[src/rtl/cmt_pkg.sv]
`timescale 1ns/1ps
package cmt_pkg;

    localparam int ADDR_W    = 3;
    localparam int NUM_PAIRS = 2;

    localparam logic [ADDR_W-1:0] ADDR_MARK  = 3'd4;
    localparam logic [ADDR_W-1:0] ADDR_SPACE = 3'd5;
    localparam logic [ADDR_W-1:0] ADDR_CTRL  = 3'd6;

    typedef enum logic [1:0] {
        MODE_TIME = 2'b00,
        MODE_BASE = 2'b01,
        MODE_FSK  = 2'b10,
        MODE_RSVD = 2'b11
    } mode_e;

    // control register: bits [2:1] mode, bit [0] enable
    typedef struct packed {
        mode_e mode;
        logic  en;
    } ctrl_t;

    function automatic logic mode_is_fsk(ctrl_t c);
        return c.mode == MODE_FSK;
    endfunction

    function automatic logic mode_is_base(ctrl_t c);
        return c.mode == MODE_BASE;
    endfunction

endpackage

[src/rtl/cmt_regs.sv]
`timescale 1ns/1ps
module cmt_regs
    import cmt_pkg::*;
#(
    parameter int MARK_W = 16,
    parameter int CAR_W  = 8
) (
    input  logic                                clk,
    input  logic                                rst,
    input  logic                                wr_en,
    input  logic [ADDR_W-1:0]                   wr_addr,
    input  logic [MARK_W-1:0]                   wr_data,
    output logic [NUM_PAIRS-1:0][CAR_W-1:0]     hi_cnt,
    output logic [NUM_PAIRS-1:0][CAR_W-1:0]     lo_cnt,
    output logic [MARK_W-1:0]                   mark_buf,
    output logic [MARK_W-1:0]                   space_buf,
    output ctrl_t                               ctrl
);

    // carrier count pairs: pair k high at address 2k, low at 2k+1
    for (genvar k = 0; k < NUM_PAIRS; k++) begin : g_pair
        localparam logic [ADDR_W-1:0] ADDR_HI = ADDR_W'(2 * k);
        localparam logic [ADDR_W-1:0] ADDR_LO = ADDR_W'(2 * k + 1);
        logic [CAR_W-1:0] hi_q, lo_q;

        always_ff @(posedge clk) begin
            if (rst) begin
                hi_q <= '0;
                lo_q <= '0;
            end else if (wr_en) begin
                if (wr_addr == ADDR_HI) hi_q <= wr_data[CAR_W-1:0];
                if (wr_addr == ADDR_LO) lo_q <= wr_data[CAR_W-1:0];
            end
        end

        assign hi_cnt[k] = hi_q;
        assign lo_cnt[k] = lo_q;
    end

    always_ff @(posedge clk) begin
        if (rst) begin
            mark_buf  <= '0;
            space_buf <= '0;
            ctrl      <= '0;
        end else if (wr_en) begin
            case (wr_addr)
                ADDR_MARK:  mark_buf  <= wr_data;
                ADDR_SPACE: space_buf <= wr_data;
                ADDR_CTRL:  ctrl      <= ctrl_t'(wr_data[2:0]);
                default:    ;
            endcase
        end
    end

endmodule

[src/rtl/cmt_carrier.sv]
`timescale 1ns/1ps
module cmt_carrier
    import cmt_pkg::*;
#(
    parameter int CAR_W = 8
) (
    input  logic                            clk,
    input  logic                            rst,
    input  logic                            run,
    input  logic                            sel,
    input  logic [NUM_PAIRS-1:0][CAR_W-1:0] hi_cnt,
    input  logic [NUM_PAIRS-1:0][CAR_W-1:0] lo_cnt,
    output logic                            carrier,
    output logic                            period_end
);

    logic [CAR_W-1:0] cnt_q;
    logic             phase_hi_q;
    logic [CAR_W-1:0] hi_sel, lo_sel, last_hi, last_lo;
    logic             at_end;

    always_comb begin
        hi_sel  = hi_cnt[sel];
        lo_sel  = lo_cnt[sel];
        // a count of zero behaves as one
        last_hi = (hi_sel == '0) ? '0 : hi_sel - CAR_W'(1);
        last_lo = (lo_sel == '0) ? '0 : lo_sel - CAR_W'(1);
        at_end  = cnt_q >= (phase_hi_q ? last_hi : last_lo);
    end

    always_ff @(posedge clk) begin
        if (rst || !run) begin
            cnt_q      <= '0;
            phase_hi_q <= 1'b1;
        end else if (at_end) begin
            cnt_q      <= '0;
            phase_hi_q <= ~phase_hi_q;
        end else begin
            cnt_q      <= cnt_q + CAR_W'(1);
        end
    end

    assign carrier    = phase_hi_q;
    assign period_end = run & ~phase_hi_q & at_end;

    // idle carrier restarts in its high phase at count zero
    p_idle_restart_r2: assert property (@(posedge clk) disable iff (rst)
        !run |=> (cnt_q == '0 && phase_hi_q));

endmodule

[src/rtl/cmt_modulator.sv]
`timescale 1ns/1ps
module cmt_modulator
    import cmt_pkg::*;
#(
    parameter int MARK_W = 16
) (
    input  logic              clk,
    input  logic              rst,
    input  logic              en,
    input  logic              fsk,
    input  logic              mod_tick,
    input  logic              period_end,
    input  logic [MARK_W-1:0] mark_buf,
    input  logic [MARK_W-1:0] space_buf,
    output logic              running,
    output logic              gate,
    output logic              sel,
    output logic              cyc_end
);

    localparam int CNT_W = MARK_W + 1;

    typedef struct packed {
        logic              running;
        logic              sel;
        logic              cyc;
        logic [CNT_W-1:0]  cnt;
        logic [MARK_W-1:0] spw;
    } mod_state_t;

    mod_state_t       st_q, st_d;
    logic [CNT_W-1:0] nxt;
    logic             tick, hit;

    assign tick = fsk ? period_end : mod_tick;
    assign nxt  = st_q.cnt - CNT_W'(1);
    // negative count whose inverse equals the held space value
    assign hit  = nxt[MARK_W] && (~nxt[MARK_W-1:0] == st_q.spw);

    always_comb begin
        st_d     = st_q;
        st_d.cyc = 1'b0;
        if (!en) begin
            st_d = '0;
        end else if (!st_q.running) begin
            st_d.running = 1'b1;
            st_d.cnt     = {1'b0, mark_buf};
            st_d.spw     = space_buf;
        end else if (tick) begin
            if (hit) begin
                st_d.cnt = {1'b0, mark_buf};
                st_d.spw = space_buf;
                st_d.cyc = 1'b1;
                st_d.sel = st_q.sel ^ fsk;
            end else begin
                st_d.cnt = nxt;
            end
        end
    end

    always_ff @(posedge clk) begin
        if (rst) st_q <= '0;
        else     st_q <= st_d;
    end

    assign running = st_q.running;
    assign gate    = ~st_q.cnt[MARK_W];
    assign sel     = st_q.sel;
    assign cyc_end = st_q.cyc;

    // no tick, no count change
    p_hold_without_tick_r3: assert property (@(posedge clk) disable iff (rst)
        (st_q.running && en && !tick) |=> $stable(st_q.cnt));

    // a reload always reopens the gate
    p_reload_opens_gate_r4: assert property (@(posedge clk) disable iff (rst)
        cyc_end |-> gate);

    // setting selection moves only at a carrier period boundary
    p_sel_at_boundary_r7: assert property (@(posedge clk) disable iff (rst)
        (st_q.running && en && !period_end) |=> $stable(st_q.sel));

    // disable clears the modulator
    p_cleared_when_off_r10: assert property (@(posedge clk) disable iff (rst)
        !en |=> (st_q.cnt == '0 && st_q.spw == '0 && !st_q.running && !st_q.sel && !cyc_end));

endmodule

[src/rtl/cmt_modulated_tx.sv]
`timescale 1ns/1ps
module cmt_modulated_tx
    import cmt_pkg::*;
#(
    parameter int MARK_W = 16,
    parameter int CAR_W  = 8
) (
    input  logic              clk,
    input  logic              rst,
    input  logic              wr_en,
    input  logic [ADDR_W-1:0] wr_addr,
    input  logic [MARK_W-1:0] wr_data,
    input  logic              mod_tick,
    output logic              tx_out,
    output logic              cycle_end
);

    logic [NUM_PAIRS-1:0][CAR_W-1:0] hi_cnt, lo_cnt;
    logic [MARK_W-1:0]               mark_buf, space_buf;
    ctrl_t                           ctrl;
    logic                            running, gate, sel, cyc_end;
    logic                            carrier, period_end;

    cmt_regs #(.MARK_W(MARK_W), .CAR_W(CAR_W)) regs_i (
        .clk       (clk),
        .rst       (rst),
        .wr_en     (wr_en),
        .wr_addr   (wr_addr),
        .wr_data   (wr_data),
        .hi_cnt    (hi_cnt),
        .lo_cnt    (lo_cnt),
        .mark_buf  (mark_buf),
        .space_buf (space_buf),
        .ctrl      (ctrl)
    );

    cmt_carrier #(.CAR_W(CAR_W)) carrier_i (
        .clk        (clk),
        .rst        (rst),
        .run        (running),
        .sel        (sel),
        .hi_cnt     (hi_cnt),
        .lo_cnt     (lo_cnt),
        .carrier    (carrier),
        .period_end (period_end)
    );

    cmt_modulator #(.MARK_W(MARK_W)) modulator_i (
        .clk        (clk),
        .rst        (rst),
        .en         (ctrl.en),
        .fsk        (mode_is_fsk(ctrl)),
        .mod_tick   (mod_tick),
        .period_end (period_end),
        .mark_buf   (mark_buf),
        .space_buf  (space_buf),
        .running    (running),
        .gate       (gate),
        .sel        (sel),
        .cyc_end    (cyc_end)
    );

    assign tx_out    = ctrl.en & running & gate & (mode_is_base(ctrl) ? 1'b1 : carrier);
    assign cycle_end = ctrl.en & cyc_end;

    // in baseband mode each new mark starts with the output high
    p_mark_start_high_r8: assert property (@(posedge clk) disable iff (rst)
        (cycle_end && ctrl.mode == MODE_BASE) |-> tx_out);

endmodule

[config.mk]
export PLATFORM = sky130hd
export DESIGN_NAME = cmt_modulated_tx
export DESIGN_NICKNAME = d
export VERILOG_FILES = /design/src/rtl/cmt_pkg.sv /design/src/rtl/cmt_regs.sv /design/src/rtl/cmt_carrier.sv /design/src/rtl/cmt_modulator.sv /design/src/rtl/cmt_modulated_tx.sv
export SDC_FILE = /design/constraint.sdc
export NUM_CORES = 1
export LEC_CHECK = 0
export ABC_CLOCK_PERIOD_IN_PS = 5100
export BUFFER_PORTS_ARGS = -buffer_cell sky130_fd_sc_hd__buf_2
export CAP_MARGIN = 5
export CORE_MARGIN = 4
export CORE_UTILIZATION = 40
export DETAILED_ROUTE_END_ITERATION = 8
export SYNTH_ARGS = -nofsm -noshare
export SYNTH_HDL_FRONTEND = slang
export SYNTH_HIERARCHICAL = 1
export SYNTH_SLANG_ARGS = --single-unit
[constraint.sdc]
create_clock -name clk -period 5.1 [get_ports clk]
set_clock_uncertainty 0.05 [all_clocks]
set_input_delay 1.275 -clock clk [delete_from_list [all_inputs] [get_ports clk]]
set_output_delay 1.275 -clock clk [all_outputs]
set_load 0.02 [all_outputs]
==> out/metrics.cfg <==
[grt]
grt_pass1_vias=4537
grt-ovfl-total=0
antenna_found_initial=0
grt_max_degree=55
grt_pass1_wl_um=24640
grt_usage_pct=17.07

[place]
gp_congestion=0.8200
port-buffer-count=24
hpwl_um=10910

[worst_setup_path]
cp.arrival_ns=4.82
cp-startpoint=modulator_i/sel
cp_cell_sequence=buf_4 > mux2i_1 > ha_1 > o21ai_2 > a2111oi_4 > xor2_1 > a2bb2oi_2 > ha_1 > nand2_1 > nor3_1 > a21oi_1 > nor3b_2 > mux2i_1 > nor3_1 > or4b_1 > buf_4 > a21oi_1 > a211oi_1
crit_required_ns=5.24
endpoint_kind=flop
reg2reg_from=modulator_i/sel
cp-start-kind=flop
rrSetupSlack_ns=0.42
worstPathMaxFanout=25
crit_slowest_cell=or4b_1
max_stage_delay_ns=0.62
crit_type=flop to flop

[sta]
fmax_mhz=213.9
finalMaxSlewViolations=0
fin_crit_sh_pct=91.69
slew_headroom_pct=39.18
setup_violations=0
worstMarginPinSlew_ns=0.9089
timing.setup.tns_ns=0
min_period_ns=4.676
rsz0062_at_grt=false
hold_violations=0

[floorplanning]
die_area_um2=17820
die_height_um=133.5
initial_core_util_pct=41.13
ios=25
core_um2=15310
die_w_um=133.5
num_rows=45

[outcome]
status=finished, final reports clean

[logic_synthesis]
synth_edf_count=0
netlist_area_um2=6299
synth-seq-area-share_pct=35.60
async_flop_share_pct=0
syn-num-nets=727
yosys_warnings=6
postSynthAreaPerCell_um2=9.128
ys_seq_elements=112
synth_flop_cell=dfxtp_1
ys_types=66
synth_cells=690

[final_layout]
diodes=0
area_growth_pct=8.423
drive_above_1_share_pct=10.82
fillerInstances=1541
final-seq-area_um2=2242
nets=725
post-route-util_pct=44.59
multi_input_area_um2=3792

[pwr]
p_sw_w=0.0004568
pwr-share-clk_pct=39.8
power_density_nw_per_um2=261.8
ir_drop_uv=166.1
leakage_nw=2.794
p_int_w=0.001331
p_comb_share_pct=10.0
seqPwrFrac_pct=50.2
switching_share_pct=25.55

[detailed_routing]
first_pass_iters=5
drtIter0Drc=291
drc=0
wl_per_cell_um=16.65
wl_um=15050
ant_nets=0
vias_per_cell=5.332
num_vias=4820

[flow_run]
max-cap-violations=0

[clocking]
htree_levels=3
worstSkewPairLatency_ns=0.36
cts_root_buf=clkbuf_16
cts_tree=yes
clock_sink_count=112
cts_setup_buffers=0
clk_pin_slew_worst_paths_ns=0.08
clockBufferDepth=2
cts_buffers=9

[min_path]
hold_class=flop to flop
hold_start=modulator_i/st_q[32]

==> final timing paths <==
| path | endpoint | cells after the start |
|---|---|---|
| worst min register to register | modulator_i/st_q[32] | 2 |
| worst max-delay path | modulator_i/st_q[18] | 18 |
| worst max register to register | modulator_i/st_q[18] | 18 |
| worst min-delay path | modulator_i/st_q[32] | 2 |
==> cell usage in the layout (no fill, tap or decap), types with 4 or more instances in the layout <==
cell type / synthesis / routed
or3_1: 7 / 7
o21ai_0: 12 / 12
inv_1: 8 / 8
nand3_1: 34 / 34
buf_2: 11 / 24
xnor2_1: 23 / 23
a21oi_1: 45 / 45
nor4_1: 7 / 7
buf_4: 2 / 11
nor3_1: 21 / 21
clkbuf_16: 0 / 9
nand2b_1: 86 / 86
nand4b_1: 4 / 4
xor2_1: 31 / 31
dfxtp_1: 112 / 112
a211oi_1: 14 / 14
nor3b_1: 6 / 5
nand4_1: 5 / 5
nor2_1: 26 / 26
and3_1: 5 / 5
nand2_1: 22 / 22
o21ai_1: 16 / 16
ha_1: 14 / 14
nand3b_1: 4 / 4
mux2i_1: 81 / 81
==> kinds of logic after synthesis <==
family	count (synthesis)	share of synthesized area, %
XOR/XNOR	54	7.509
flip-flops	112	35.60
AO/OA/AOI/OAI	113	11.54
AND/OR/NAND/NOR	256	24.65
buffers and inverters	56	4.271
multiplexers	85	13.65
adder cells (fa/ha/maj)	14	2.781
==> stage by stage <==
step	cells	hold WS (ns)	total power, W	area, um2	setup slack [ns]
after floorplan	690	0.3756	0.001048	6299	0.5475
after global placement	888	0.3883	0.001094	6526	0.5105
after detailed placement	888	0.3953	0.001097	6526	0.3726
after CTS	904	0.4067	0.001808	6824	0.3495
after global routing	904	0.4392	0.001858	6829	0.04418
final	904	0.4019	0.001788	6829	0.4239
==> state kept, by name (all words and copies together) (netlist names), 3 cells and up <==
signal and count:
carrier_i/cnt_q 8, modulator_i/st_q 33, regs_i/space_buf 16, regs_i/ctrl 3, regs_i/mark_buf 16, regs_i/g_pair.hi_q 16
regs_i/g_pair.lo_q 16
==> cells in the mapped netlist (5+ instances only) <==
master	n	share of area, %
dfxtp_1	112	36
nand2b_1	86	8.5
mux2i_1	81	13
a21oi_1	45	3.6
nand3_1	34	2.7
xor2_1	31	4.3
clkbuf_1	28	1.7
nor2_1	26	1.5
xnor2_1	23	3.2
nand2_1	22	1.3
nor3_1	21	1.7
o21ai_1	16	1.3
a211oi_1	14	1.7
ha_1	14	2.8
o21ai_0	12	0.95
buf_2	11	0.87
inv_1	8	0.48
nor4_1	7	0.70
or3_1	7	0.70
nor3b_1	6	0.72
and3_1	5	0.50
buf_6	5	0.89
nand4_1	5	0.50
==> what timing repair did <==
action                     CTS  global route
hold buffers                 0             0
setup endpoints to repair    0             9
gates resized for setup      0             1
==> layer usage <==
metal | vias to the layer above | track usage [%] | part of all wire [%]
met3 | 10 | 2.908 | 4.0
met2 | 82 | 24.29 | 42
li1 | 2444 | - | -
met4 | 0 | 4.857 | 0.92
met1 | 2284 | 26.28 | 53
met5 | - | 0 | 0
==> power by group through the flow <==
stage	combinational, W	clock [W]	sequential [W]
2_1_floorplan	0.000135	0	0.000913
3_3_place_gp	0.000177	0	0.000917
3_5_place_dp	0.000179	0	0.000918
4_1_cts	0.000180	0.000730	0.000897
5_1_grt	0.000199	0.000760	0.000899
6_report	0.000180	0.000711	0.000897
==> cell type report <==
cell class              instances  share of cell area [%]
clock buffers                  11                   3.701
clock inverters                 5                  0.6596
inverters                       8                  0.4397
multi-input cells             522                   55.53
flip-flops and latches        112                   32.83
well taps                     211                   3.866
repair buffers                 35                   2.968
==> worst max-delay path, delay by kind of cell (launching register included) <==
family	cells	cell delay (ns)
buffers and inverters	2	0.54
AO/OA/AOI/OAI	6	1.01
multiplexers	2	0.43
AND/OR/NAND/NOR	5	1.37
flip-flops	1	0.43
adder cells (fa/ha/maj)	2	0.53
XOR/XNOR	1	0.13
No activity file was read; power rests on OpenSTA's default activity.
